`src/rtl/wadma_pkg.sv`:
```
package wadma_pkg;

  typedef enum logic [3:0] {
    ST_IDLE     = 4'd0,
    ST_WAIT_SRC = 4'd1,
    ST_FETCH    = 4'd2,
    ST_XLATE    = 4'd3,
    ST_WAIT_DST = 4'd4,
    ST_STORE    = 4'd5,
    ST_CMP      = 4'd6,
    ST_TERM     = 4'd7,
    ST_STORE_HI = 4'd8,
    ST_HALT     = 4'd9
  } wst_e;

  localparam int SB_DST16 = 0;
  localparam int SB_SRC16 = 1;
  localparam int SB_EXEC  = 2;
  localparam int SB_BLIM  = 5;
  localparam int SB_XFER  = 6;
  localparam int SB_PRIO  = 7;

  typedef struct packed {
    logic       port_mode;
    logic [1:0] sync;
    logic       xlate;
    logic [1:0] cmp;
    logic [1:0] tbc;
    logic       t_ext;
    logic       t_one;
    logic       src16;
    logic       dst16;
    logic       blim;
    logic       prio;
  } wcfg_t;

endpackage

```
`src/rtl/wadma_ctrl.sv`:
```
module wadma_ctrl
  import wadma_pkg::*;
(
  input  logic  clk,
  input  logic  rst_n,
  input  logic  launch,
  input  wcfg_t cfg_in,
  input  logic  mem_ready,
  input  logic  cnt_zero,
  input  logic  cnt_lsb,
  output wst_e  state,
  output wcfg_t cfg_q,
  output logic  exec,
  output logic  xfer,
  output logic  pend,
  output logic  fault,
  output logic  want_mem,
  output logic  fire,
  output logic  term_hit,
  output logic  launch_ok
);

  wst_e nxt;
  logic set_fault;
  logic hi_sent;
  logic running;
  logic odd_after;

  assign running   = xfer & ~fault;
  assign launch_ok = launch & ~xfer & ~fault;
  assign want_mem  = running & ((state == ST_FETCH) || (state == ST_STORE) ||
                                (state == ST_STORE_HI));
  assign fire      = want_mem & mem_ready;
  assign term_hit  = running & (state == ST_TERM) & (cfg_q.tbc != 2'd0) & cnt_zero;
  assign odd_after = cfg_q.src16 ? cnt_lsb : ~cnt_lsb;

  always_comb begin
    nxt       = state;
    set_fault = 1'b0;
    if (running) begin
      unique case (state)
        ST_IDLE: begin
          if (cfg_q.port_mode) begin
            set_fault = 1'b1;
            nxt       = ST_HALT;
          end else if (cfg_q.sync == 2'd1) begin
            nxt = ST_WAIT_SRC;
          end else begin
            nxt = ST_FETCH;
          end
        end
        ST_WAIT_SRC, ST_WAIT_DST, ST_XLATE, ST_CMP: begin
          set_fault = 1'b1;
          nxt       = ST_HALT;
        end
        ST_FETCH: begin
          if (fire) begin
            if (cfg_q.dst16 && odd_after)   nxt = ST_FETCH;
            else if (cfg_q.xlate)           nxt = ST_XLATE;
            else if (cfg_q.sync == 2'd2)    nxt = ST_WAIT_DST;
            else                            nxt = ST_STORE;
          end
        end
        ST_STORE: begin
          if (fire) nxt = (cfg_q.cmp != 2'd0) ? ST_CMP : ST_TERM;
        end
        ST_TERM: begin
          if (term_hit) begin
            nxt = ST_IDLE;
          end else if (cfg_q.t_ext || cfg_q.t_one) begin
            set_fault = 1'b1;
            nxt       = ST_HALT;
          end else if (cfg_q.src16 && !cfg_q.dst16 && !hi_sent) begin
            nxt = ST_STORE_HI;
          end else begin
            nxt = ST_IDLE;
          end
        end
        ST_STORE_HI: begin
          if (fire) nxt = ST_TERM;
        end
        default: nxt = ST_HALT;
      endcase
    end
  end

  always_ff @(posedge clk) begin
    if (!rst_n) begin
      state   <= ST_IDLE;
      cfg_q   <= '0;
      exec    <= 1'b0;
      xfer    <= 1'b0;
      pend    <= 1'b0;
      fault   <= 1'b0;
      hi_sent <= 1'b0;
    end else if (launch_ok) begin
      cfg_q   <= cfg_in;
      exec    <= 1'b1;
      xfer    <= 1'b1;
      pend    <= 1'b1;
      state   <= ST_IDLE;
      hi_sent <= 1'b0;
    end else begin
      if (running && exec) begin
        exec <= 1'b0;
        pend <= 1'b0;
      end
      state <= nxt;
      if (set_fault) fault <= 1'b1;
      if (term_hit) begin
        exec <= 1'b1;
        xfer <= 1'b0;
      end
      if (fire && state == ST_STORE_HI) hi_sent <= 1'b1;
      else if (state == ST_IDLE)        hi_sent <= 1'b0;
    end
  end


  first_cycle_clears_exec_chk: assert property (@(posedge clk) disable iff (!rst_n)
    (xfer && exec && !fault) |=> !exec);


  fault_sticky_chk: assert property (@(posedge clk) disable iff (!rst_n)
    fault |=> fault);


  end_returns_to_task_chk: assert property (@(posedge clk) disable iff (!rst_n)
    $fell(xfer) |-> exec);

endmodule

```
`src/rtl/wadma_regs.sv`:
```
module wadma_regs
  import wadma_pkg::*;
#(
  parameter int ADDR_W = 20,
  parameter int CNT_W  = 16,
  parameter int TP_W   = 16
) (
  input  logic              clk,
  input  logic              rst_n,
  input  logic              launch_ok,
  input  logic [ADDR_W-1:0] ld_src,
  input  logic [ADDR_W-1:0] ld_dst,
  input  logic [CNT_W-1:0]  ld_cnt,
  input  logic [TP_W-1:0]   ld_tp,
  input  wst_e              state,
  input  logic              fire,
  input  logic              term_hit,
  input  logic              src16,
  input  logic              dst16,
  input  logic [1:0]        tbc,
  input  logic [15:0]       mem_rdata,
  output logic [ADDR_W-1:0] src_q,
  output logic [ADDR_W-1:0] dst_q,
  output logic [CNT_W-1:0]  cnt_q,
  output logic [TP_W-1:0]   tp_q,
  output logic [15:0]       hold_q
);

  localparam logic [ADDR_W-1:0] A_ONE = ADDR_W'(1);
  localparam logic [ADDR_W-1:0] A_TWO = ADDR_W'(2);
  localparam logic [CNT_W-1:0]  C_ONE = CNT_W'(1);
  localparam logic [CNT_W-1:0]  C_TWO = CNT_W'(2);

  logic            do_fetch, do_store, do_store_hi;
  logic [1:0]      tbc_m1;
  logic [TP_W-1:0] tp_step;

  assign do_fetch    = fire && (state == ST_FETCH);
  assign do_store    = fire && (state == ST_STORE);
  assign do_store_hi = fire && (state == ST_STORE_HI);
  assign tbc_m1      = tbc - 2'd1;
  assign tp_step     = TP_W'({tbc_m1, 2'b00});

  always_ff @(posedge clk) begin
    if (!rst_n) begin
      src_q  <= '0;
      dst_q  <= '0;
      cnt_q  <= '0;
      tp_q   <= '0;
      hold_q <= '0;
    end else if (launch_ok) begin
      src_q  <= ld_src;
      dst_q  <= ld_dst;
      cnt_q  <= ld_cnt;
      tp_q   <= ld_tp;
      hold_q <= '0;
    end else begin
      if (do_fetch) begin
        if (src16) begin
          hold_q <= mem_rdata;
          src_q  <= src_q + A_TWO;
          cnt_q  <= cnt_q - C_TWO;
        end else begin
          if (dst16 && cnt_q[0]) hold_q[15:8] <= hold_q[15:8] | mem_rdata[7:0];
          else                   hold_q       <= {8'h00, mem_rdata[7:0]};
          src_q <= src_q + A_ONE;
          cnt_q <= cnt_q - C_ONE;
        end
      end
      if (do_store)    dst_q <= dst_q + (dst16 ? A_TWO : A_ONE);
      if (do_store_hi) dst_q <= dst_q + A_ONE;
      if (term_hit)    tp_q  <= tp_q + tp_step;
    end
  end

endmodule

```
`src/rtl/wadma_busport.sv`:
```
module wadma_busport
  import wadma_pkg::*;
#(
  parameter int ADDR_W = 20
) (
  input  logic              clk,
  input  logic              rst_n,
  input  wst_e              state,
  input  logic              want_mem,
  input  logic              mem_ready,
  input  logic [ADDR_W-1:0] src_q,
  input  logic [ADDR_W-1:0] dst_q,
  input  logic [15:0]       hold_q,
  input  logic              src16,
  input  logic              dst16,
  output logic              mem_valid,
  output logic              mem_write,
  output logic              mem_wide,
  output logic [ADDR_W-1:0] mem_addr,
  output logic [15:0]       mem_wdata
);

  assign mem_valid = want_mem;

  always_comb begin
    mem_write = 1'b0;
    mem_wide  = src16;
    mem_addr  = src_q;
    mem_wdata = 16'h0000;
    if (state == ST_STORE) begin
      mem_write = 1'b1;
      mem_wide  = dst16;
      mem_addr  = dst_q;
      mem_wdata = dst16 ? hold_q : {8'h00, hold_q[7:0]};
    end else if (state == ST_STORE_HI) begin
      mem_write = 1'b1;
      mem_wide  = 1'b0;
      mem_addr  = dst_q;
      mem_wdata = {8'h00, hold_q[15:8]};
    end
  end


  request_held_chk: assert property (@(posedge clk) disable iff (!rst_n)
    (mem_valid && !mem_ready) |=> (mem_valid && $stable(mem_addr) &&
      $stable(mem_write) && $stable(mem_wide) && $stable(mem_wdata)));

endmodule

```
`src/rtl/wadma_channel.sv`:
```
module wadma_channel
  import wadma_pkg::*;
#(
  parameter int ADDR_W = 20,
  parameter int CNT_W  = 16,
  parameter int TP_W   = 16
) (
  input  logic              clk,
  input  logic              rst_n,
  input  logic              launch,
  input  logic              cfg_src16,
  input  logic              cfg_dst16,
  input  logic              cfg_prio,
  input  logic              cfg_blim,
  input  logic              cfg_port_mode,
  input  logic [1:0]        cfg_sync,
  input  logic              cfg_xlate,
  input  logic [1:0]        cfg_cmp,
  input  logic [1:0]        cfg_tbc,
  input  logic              cfg_term_ext,
  input  logic              cfg_term_one,
  input  logic [ADDR_W-1:0] ld_src,
  input  logic [ADDR_W-1:0] ld_dst,
  input  logic [CNT_W-1:0]  ld_cnt,
  input  logic [TP_W-1:0]   ld_tp,
  output logic              mem_valid,
  input  logic              mem_ready,
  output logic              mem_write,
  output logic              mem_wide,
  output logic [ADDR_W-1:0] mem_addr,
  output logic [15:0]       mem_wdata,
  input  logic [15:0]       mem_rdata,
  output logic [7:0]        status,
  output logic              xfer_pend,
  output logic              fault,
  output logic [ADDR_W-1:0] src_addr,
  output logic [ADDR_W-1:0] dst_addr,
  output logic [CNT_W-1:0]  byte_cnt,
  output logic [TP_W-1:0]   task_ptr
);

  wcfg_t cfg_in, cfg_q;
  wst_e  state;
  logic  exec, xfer, want_mem, fire, term_hit, launch_ok;
  logic [15:0] hold_q;

  assign cfg_in = '{port_mode: cfg_port_mode, sync: cfg_sync, xlate: cfg_xlate,
                    cmp: cfg_cmp, tbc: cfg_tbc, t_ext: cfg_term_ext,
                    t_one: cfg_term_one, src16: cfg_src16, dst16: cfg_dst16,
                    blim: cfg_blim, prio: cfg_prio};

  wadma_ctrl u_ctrl (
    .clk       (clk),
    .rst_n     (rst_n),
    .launch    (launch),
    .cfg_in    (cfg_in),
    .mem_ready (mem_ready),
    .cnt_zero  (byte_cnt == '0),
    .cnt_lsb   (byte_cnt[0]),
    .state     (state),
    .cfg_q     (cfg_q),
    .exec      (exec),
    .xfer      (xfer),
    .pend      (xfer_pend),
    .fault     (fault),
    .want_mem  (want_mem),
    .fire      (fire),
    .term_hit  (term_hit),
    .launch_ok (launch_ok)
  );

  wadma_regs #(.ADDR_W(ADDR_W), .CNT_W(CNT_W), .TP_W(TP_W)) u_regs (
    .clk       (clk),
    .rst_n     (rst_n),
    .launch_ok (launch_ok),
    .ld_src    (ld_src),
    .ld_dst    (ld_dst),
    .ld_cnt    (ld_cnt),
    .ld_tp     (ld_tp),
    .state     (state),
    .fire      (fire),
    .term_hit  (term_hit),
    .src16     (cfg_q.src16),
    .dst16     (cfg_q.dst16),
    .tbc       (cfg_q.tbc),
    .mem_rdata (mem_rdata),
    .src_q     (src_addr),
    .dst_q     (dst_addr),
    .cnt_q     (byte_cnt),
    .tp_q      (task_ptr),
    .hold_q    (hold_q)
  );

  wadma_busport #(.ADDR_W(ADDR_W)) u_bus (
    .clk       (clk),
    .rst_n     (rst_n),
    .state     (state),
    .want_mem  (want_mem),
    .mem_ready (mem_ready),
    .src_q     (src_addr),
    .dst_q     (dst_addr),
    .hold_q    (hold_q),
    .src16     (cfg_q.src16),
    .dst16     (cfg_q.dst16),
    .mem_valid (mem_valid),
    .mem_write (mem_write),
    .mem_wide  (mem_wide),
    .mem_addr  (mem_addr),
    .mem_wdata (mem_wdata)
  );

  always_comb begin
    status           = 8'h00;
    status[SB_DST16] = cfg_q.dst16;
    status[SB_SRC16] = cfg_q.src16;
    status[SB_EXEC]  = exec;
    status[SB_BLIM]  = cfg_q.blim;
    status[SB_XFER]  = xfer;
    status[SB_PRIO]  = cfg_q.prio;
  end


  wide_fetch_count_chk: assert property (@(posedge clk) disable iff (!rst_n)
    (mem_valid && mem_ready && !mem_write && mem_wide) |=>
      (byte_cnt == $past(byte_cnt) - CNT_W'(2)));


  end_at_zero_count_chk: assert property (@(posedge clk) disable iff (!rst_n)
    ($fell(status[SB_XFER]) && !fault) |-> (byte_cnt == '0));


  halted_quiet_chk: assert property (@(posedge clk) disable iff (!rst_n)
    $past(fault) |-> !mem_valid);

endmodule

```
`config.mk`:
```
export PLATFORM = sky130hd
export DESIGN_NAME = wadma_channel
export DESIGN_NICKNAME = d
export VERILOG_FILES = /design/src/rtl/wadma_pkg.sv /design/src/rtl/wadma_ctrl.sv /design/src/rtl/wadma_regs.sv /design/src/rtl/wadma_busport.sv /design/src/rtl/wadma_channel.sv
export SDC_FILE = /design/constraint.sdc
export NUM_CORES = 1
export LEC_CHECK = 0
export BUFFER_PORTS_ARGS = -buffer_cell sky130_fd_sc_hd__clkbuf_2
export CELL_PAD_IN_SITES_DETAIL_PLACEMENT = 0
export CELL_PAD_IN_SITES_GLOBAL_PLACEMENT = 2
export CORE_ASPECT_RATIO = 1.25
export CORE_MARGIN = 2
export CORE_UTILIZATION = 28
export CTS_CLUSTER_DIAMETER = 40
export DETAILED_ROUTE_END_ITERATION = 10
export PLACE_DENSITY = 0.84
export SLEW_MARGIN = 20
export SYNTH_ARGS = -nofsm -noshare
export SYNTH_HDL_FRONTEND = slang
export SYNTH_SLANG_ARGS = --single-unit
```
`constraint.sdc`:
```
create_clock -name clk -period 4.65 [get_ports clk]
set_input_delay 0.465 -clock clk [delete_from_list [all_inputs] [get_ports clk]]
set_output_delay 0.465 -clock clk [all_outputs]
set_load 0.05 [all_outputs]
```
==> results.toml, run 1 <==
[outcome]
outcome = "finished clean"

[synth]
synth_register_bits = 111
synth-edff-count = 0
synth.yosys.warnings = 0
postSynthAreaPerCell_sq_um = 7.92
yosysSeqAreaShare_pct = 34.9
ys_dominant_reg_cell = "sky130_fd_sc_hd__dfxtp_1"
cells_after_synthesis = 805
ys_types = 64
async_flop_share_pct = 0
syn-cell-area_sq_um = 6380

[global_routing]
grt_use_total_pct = 19.2
gr-usage-met1_pct = 24.3
antenna_found_initial = 1
grtUsageMet2_pct = 32.8
grt_first_pass_wirelength_mm = 36.6
grt_start_max_net_pins = 63
first_global_vias = 6324
top_usage_layer = "met2"
overflow = 0
met3_usage_in_global_routing_pct = 2.96

[worst_setup_path]
cp-start-kind = "register"
timing.critical_path.required_ns = 4.94
slowest_delay_ns = 0.68
crit_arrival_ns = 3.98
r2r_setup_slack_ns = 0.97
worst_path_max_delay_cell = "sky130_fd_sc_hd__dfxtp_1"
timing.critical_path.cells = "nor3b_1, buf_4, nand2_1, o21ai_0, ha_1, inv_1, fa_1, nand4b_1, a2111oi_4, nand4_1, xor2_1, a21oi_1"
critical_path.endpoint_type = "register"
crit_path_max_fanout = 17
timing.setup.critical_path_class = "reg -> reg"

[floorplan]
core_region_area_sq_um = 22300
die_x_microns = 139
initial_core_util_pct = 28.6
fp-row-count = 61
boundaryPins = 227
floorplan.die.height_microns = 173
die_area_sq_um = 24000

[route]
vias = 6577
first_pass_iters = 5
routed_wirelength_mm = 23.7
drt_first_iter_violations = 478
remaining_drc_errors = 0
via_per_inst = 5.13
routedWlPerCell_microns = 18.5
post_drt_antenna_nets = 0

[timing]
report.final.slew_viol_count = 0
finalHoldViolations = 0
grt_setup_unrepaired = "no"
max_freq_mhz = 272
fin_setup_tns_ns = 0
timing.clock.skew_ns = 0.0111
worst_slew_margin_rel_pct = 34.1
hold_slack_ns = 0.297
setup_viol = 0
final.min_clock_period_ns = 3.68
max_slew.worst_pin.slew_ns = 0.987
final.period_utilization_pct = 79.2

[clocking]
cts_tree = "built"
cts_resized = 0
cts_num_sinks = 111
clk_latency_ns = 0.36
cts_made_buffers = 9
clk_pin_slew_ns = 0.08
cts.path.max_buffers = 2
level_count_of_the_clock_h_tree = 3
cts_root_buffer = "sky130_fd_sc_hd__clkbuf_16"
cts_hold_buf = 0
post_cts_buffers = 0

[finish]
post_route_cells_drive_above_1_share_pct = 28.7
area.growth.synth_to_final_pct = 24.9
num-fill-cells = 2478
final_design_area_no_fill_sq_um = 7970
final_nets = 1111

[placed_design]
detailed_place_hpwl_mm = 17.5
routabilityCongestion = 0.857
placed_area_sq_um = 7670
place.port_buffers = 224

[run]
timing.max_cap.violations = 0

[power_and_ir_drop]
p_per_area_nw_per_um2 = 342
power_leakage_nw = 3.24
vdd.ir_drop.worst_v = 0.000184

[min_path]
hold_path_class = "in -> reg"
[area by class of cell]
class | instances | area, sq um | area share (%)
multi-input combinational | 616 | 3820 | 47.9
sequential | 111 | 2220 | 27.9
timing repair buffer | 236 | 1210 | 15.2
tap | 283 | 354 | 4.44
clock buffer | 11 | 253 | 3.17
inverter | 18 | 67.6 | 0.848
clock inverter | 5 | 38.8 | 0.487
antenna | 1 | 2.50 | 0.0314
[critical path: cells and delay by family, from the launching register on]
kind	cells	cell delay (ns)
adder cells (fa/ha/maj)	2	0.64
flip-flops	1	0.68
buffers and inverters	2	0.27
AO/OA/AOI/OAI	3	1.07
XOR/XNOR	1	0.18
AND/OR/NAND/NOR	4	0.78
[layer usage]
layer  up-vias  routed length (microns)
li1       3264                        -
met1      3088                    10400
met2       193                    11500
met3        32                     1190
met4         0                      601
met5         -                        0
[cells in the mapped netlist, types with 18 or more instances]
| cell type | instances | area share, % |
|---|---|---|
| sky130_fd_sc_hd__a211oi_1 | 29 | 3.4 |
| sky130_fd_sc_hd__a21oi_1 | 82 | 6.4 |
| sky130_fd_sc_hd__clkbuf_1 | 34 | 2.0 |
| sky130_fd_sc_hd__dfxtp_1 | 111 | 35 |
| sky130_fd_sc_hd__inv_1 | 18 | 1.1 |
| sky130_fd_sc_hd__mux2_2 | 19 | 3.4 |
| sky130_fd_sc_hd__nand2_1 | 87 | 5.1 |
| sky130_fd_sc_hd__nand4_1 | 19 | 1.9 |
| sky130_fd_sc_hd__nor2_1 | 74 | 4.4 |
| sky130_fd_sc_hd__nor3_1 | 35 | 2.7 |
| sky130_fd_sc_hd__o21ai_0 | 58 | 4.6 |
| sky130_fd_sc_hd__xnor2_1 | 20 | 2.7 |
| sky130_fd_sc_hd__xor2_1 | 21 | 2.9 |
[through the flow]
| stage | utilization [%] | instances | setup slack (ns) | power [mW] |
|---|---|---|---|---|
| 3_3_place_gp | 34.4 | 1264 | 1.10 | 1.96 |
| 2_1_floorplan | - | 806 | 1.22 | 1.71 |
| 5_1_grt | 35.7 | 1281 | 0.674 | 2.86 |
| 6_report | 35.7 | 1281 | 0.969 | 2.73 |
| 4_1_cts | 35.7 | 1280 | 0.982 | 2.76 |
| 3_5_place_dp | 34.4 | 1264 | 0.983 | 1.97 |
[state kept, by name, indices dropped and copies added, names as in the netlist, 4 cells and up]
register / cells
u_ctrl.state: 4
u_ctrl.cfg_q: 14
u_regs.hold_q: 16
u_regs.src_q: 20
u_regs.dst_q: 20
u_regs.cnt_q: 16
u_regs.tp_q: 16
[power breakdown]
part	switching, mW	leakage [nW]	internal [mW]
Combinational	0.569	2.18	0.229
Sequential	0.121	0.914	1.02
Clock	0.387	0.143	0.398
[cells in the final DEF, fill, tap and decap left out, drive strengths merged, types with 8 or more instances in the layout]
master	count
a211oi	30
a21oi	83
a22oi	8
a311oi	13
and2	11
and3	12
buf	12
clkbuf	235
dfxtp	111
ha	11
inv	20
mux2	20
nand2	87
nand2b	10
nand3	16
nand4	19
nor2	74
nor3	35
nor4	9
o21ai	59
xnor2	20
xor2	21
[cells by family after synthesis]
group,count (synthesis),share of synthesized area [%]
AOI/OAI and AO/OA,219,21.2
xor gates and xnor gates,41,5.63
muxes,26,4.47
and+or+nand+nor,315,25.5
DFF,111,34.9
buffers and inverters,79,5.46
other,1,0.0588
adders and majority gates,13,2.79
[path summary, 6_finish.rpt]
| check | from | end | depth (start not counted) |
|---|---|---|---|
| hold reg to reg | u_ctrl.cfg_q[6] | u_ctrl.cfg_q[6] | 2 |
| setup / recovery | u_ctrl.state[3] | u_regs.dst_q[14] | 12 |
| setup reg to reg | u_ctrl.state[3] | u_regs.dst_q[14] | 12 |
| hold / removal | ld_tp[14] | u_regs.tp_q[14] | 3 |
(Power assumes the default switching activity.)
==> inputs of run 2 (changes only) <==
ABC_AREA = 1   (was unset)
CORE_UTILIZATION = 26   (was 28)
PLACE_DENSITY = 0.83   (was 0.84)
clock period = 3.75 ns   (was 4.65 ns; I/O delays follow)
==> run 2 against run 1 <==
Compared with the run above: sequential share of layout area decreased by 2.8 points; global-route usage is essentially flat; non-clock buffer count is 4 lower; largest power group is now combinational cells.
==> results.toml, run 2 <==
[timing]
finalHoldViolations = 0
worst_slew_margin_rel_pct = 51.6
worst_slack_ns = 0.540
timing.clock.skew_ns = 0.0106
report.final.slew_viol_count = 0
max_freq_mhz = 311
fin_setup_tns_ns = 0
final.min_clock_period_ns = 3.21
setup_viol = 0
final.period_utilization_pct = 85.6
grt_setup_unrepaired = "no"
max_slew.worst_pin.slew_ns = 0.719

[synth]
syn-cell-area_sq_um = 7210
ys_types = 47
async_flop_share_pct = 0
post-synth-top-area-fraction_pct = 30.8
synth.yosys.warnings = 0
ys_dominant_reg_cell = "sky130_fd_sc_hd__dfxtp_1"
synth_largest_area_cell = "sky130_fd_sc_hd__dfxtp_1"
yosysMostFrequentCell = "sky130_fd_sc_hd__nand2_1"
synth_area_leaders = "sky130_fd_sc_hd__dfxtp_1 (31%), sky130_fd_sc_hd__nand2_1 (13%), sky130_fd_sc_hd__nor2_1 (9.2%), sky130_fd_sc_hd__o21ai_0 (9.0%), sky130_fd_sc_hd__inv_1 (6.2%)"
yosysSeqAreaShare_pct = 30.8
cells_after_synthesis = 1151
postSynthAreaPerCell_sq_um = 6.27
synth_commonest_cells = "sky130_fd_sc_hd__nand2_1 (253), sky130_fd_sc_hd__nor2_1 (176), sky130_fd_sc_hd__o21ai_0 (130)"
synth_register_bits = 111
synth-edff-count = 0

[route]
drt_first_iter_violations = 491
routed_wirelength_mm = 28.2
first_pass_iters = 5
remaining_drc_errors = 0
routedWlPerCell_microns = 16.7
vias = 8081
via_per_inst = 4.78
post_drt_antenna_nets = 0

[floorplan]
die_x_microns = 153
floorplan.die.height_microns = 190
fp-row-count = 68
die_area_sq_um = 29100
initial_core_util_pct = 26.3
core_region_area_sq_um = 27500
boundaryPins = 227

[clocking]
level_count_of_the_clock_h_tree = 3
cts_made_buffers = 9
cts_tree = "built"
cts_resized = 0
cts_num_sinks = 111
post_cts_buffers = 0
cts.path.max_buffers = 2
cts_hold_buf = 0
clk_latency_ns = 0.36
clk_pin_slew_ns = 0.08
cts_root_buffer = "sky130_fd_sc_hd__clkbuf_16"

[global_routing]
grt_use_total_pct = 19.2
antenna_found_initial = 2
first_global_vias = 7837
overflow = 0
grt_start_max_net_pins = 81
grt_first_pass_wirelength_mm = 43.6

[placed_design]
place.port_buffers = 224
dpl_worst_slack_ns = 0.588
routabilityCongestion = 0.887
detailed_place_hpwl_mm = 21.5

[worst_setup_path]
critical_path.endpoint_type = "register"
crit_path_start = "u_ctrl.state[3]"
timing.critical_path.to = "u_regs.dst_q[16]"
timing.rr.start = "u_ctrl.state[3]"
timing.critical_path.required_ns = 3.99
crit_arrival_ns = 3.45
r2r_setup_slack_ns = 0.54
cp-start-kind = "register"
timing.setup.critical_path_class = "reg -> reg"
ff2ff_path_depth = 20
crit_path_max_fanout = 12
crit-reg2reg-capture = "u_regs.dst_q[16]"

[finish]
final_nets = 1454
area.growth.synth_to_final_pct = 22.6
mostFrequentLayoutCells = "sky130_fd_sc_hd__nand2_1 (253), sky130_fd_sc_hd__clkbuf_2 (224), sky130_fd_sc_hd__nor2_1 (176)"
most_common_cell_after_layout_fill_and_taps_aside = "sky130_fd_sc_hd__nand2_1"
largestRegisters = "u_regs.dst_q x20, u_regs.src_q x20"
post_route_cells_drive_above_1_share_pct = 21.0

[outcome]
outcome = "finished clean"

[run]
timing.max_cap.violations = 0

[power_and_ir_drop]
p_per_area_nw_per_um2 = 444
vdd.ir_drop.worst_v = 0.000194
power_leakage_nw = 4.05

[min_path]
hold_path_class = "in -> reg"
==> run 2: changes by cell type after synthesis, moves of 19 or more <==
cell	previous run	this run
sky130_fd_sc_hd__nand2_1	87	253
sky130_fd_sc_hd__nor2_1	74	176
sky130_fd_sc_hd__a21oi_1	82	60
sky130_fd_sc_hd__a211oi_1	29	5
sky130_fd_sc_hd__nand3_1	16	78
sky130_fd_sc_hd__xnor2_1	20	1
sky130_fd_sc_hd__mux2_2	19	0
sky130_fd_sc_hd__o21ai_0	58	130
sky130_fd_sc_hd__inv_1	18	119
==> run 2: routing by layer <==
layer,part of all wire [%],GRT usage (%),up-vias
met4,3.5,7.87,0
met5,0,0,-
met2,47,32.1,234
met1,44,24.1,3700
li1,-,-,4104
met3,5.3,3.91,43
==> run 2: final cells by class <==
type / instances / area [sq um]
sequential: 111 / 2220
clock buffer: 12 / 256
inverter: 125 / 469
timing repair buffer: 232 / 1210
tap: 350 / 438
fill: 3125 / 18600
clock inverter: 4 / 52.6
multi-input combinational: 856 / 4190
antenna: 2 / 5.00
==> run 2: cell families (layout without fill, tap and decap cells) <==
group / Yosys count / after routing / synth area share, %
AO/OA/AOI/OAI: 240 / 240 / 18.4
other: 1 / 4 / 0.0520
adder cells (fa/ha/maj): 13 / 13 / 2.46
AND/OR/NAND/NOR: 581 / 581 / 34.6
XOR/XNOR: 20 / 20 / 2.43
flip-flops: 111 / 111 / 30.8
buffers and inverters: 185 / 373 / 11.2
==> run 2: worst min-delay path by stage <==
stage,startpoint,cells past startpoint,slack (ns),endpoint
floorplan,u_ctrl.cfg_q[7],2,0.43,u_ctrl.cfg_q[7]
global placement,u_ctrl.cfg_q[7],2,0.45,u_ctrl.cfg_q[7]
detailed placement,u_ctrl.cfg_q[7],2,0.45,u_ctrl.cfg_q[7]
CTS,ld_tp[8],3,0.24,u_regs.tp_q[8]
global route,ld_tp[8],3,0.25,u_regs.tp_q[8]
finish,ld_tp[8],3,0.26,u_regs.tp_q[8]
==> run 2: stage by stage <==
step / power, mW / cell area [sq um] / util [%] / hold slack (ns) / cells
6_report: 3.93 / 8840 / 32.2 / 0.257 / 1692
3_5_place_dp: 2.93 / 8530 / 31.0 / 0.455 / 1674
4_1_cts: 4.00 / 8840 / 32.2 / 0.241 / 1690
5_1_grt: 4.18 / 8840 / 32.2 / 0.254 / 1692
2_1_floorplan: 2.51 / 7220 / - / 0.433 / 1152
3_3_place_gp: 2.93 / 8530 / 31.0 / 0.447 / 1674
==> run 2: power breakdown <==
group          internal, mW  switching (mW)
logic                 0.377            1.07
registers              1.29           0.153
clock network         0.559           0.480
total                  2.23            1.70
==> run 2: critical path: stages (launching register included) <==
cell and delay, ns:
sky130_fd_sc_hd__dfxtp_1 0.42, sky130_fd_sc_hd__inv_1 0.06, sky130_fd_sc_hd__nor2_1 0.11, sky130_fd_sc_hd__nand2_2 0.19
sky130_fd_sc_hd__nand3_2 0.19, sky130_fd_sc_hd__nand2_1 0.06, sky130_fd_sc_hd__inv_1 0.07, sky130_fd_sc_hd__nand3_1 0.08
sky130_fd_sc_hd__nand2_1 0.21, sky130_fd_sc_hd__ha_1 0.23, sky130_fd_sc_hd__inv_1 0.06, sky130_fd_sc_hd__fa_1 0.41
sky130_fd_sc_hd__inv_1 0.18, sky130_fd_sc_hd__nand3_1 0.10, sky130_fd_sc_hd__inv_1 0.13, sky130_fd_sc_hd__and2_1 0.22
sky130_fd_sc_hd__nand3_1 0.09, sky130_fd_sc_hd__nand2_1 0.08, sky130_fd_sc_hd__nand3_1 0.06, sky130_fd_sc_hd__nand2_1 0.07
sky130_fd_sc_hd__a21oi_1 0.05
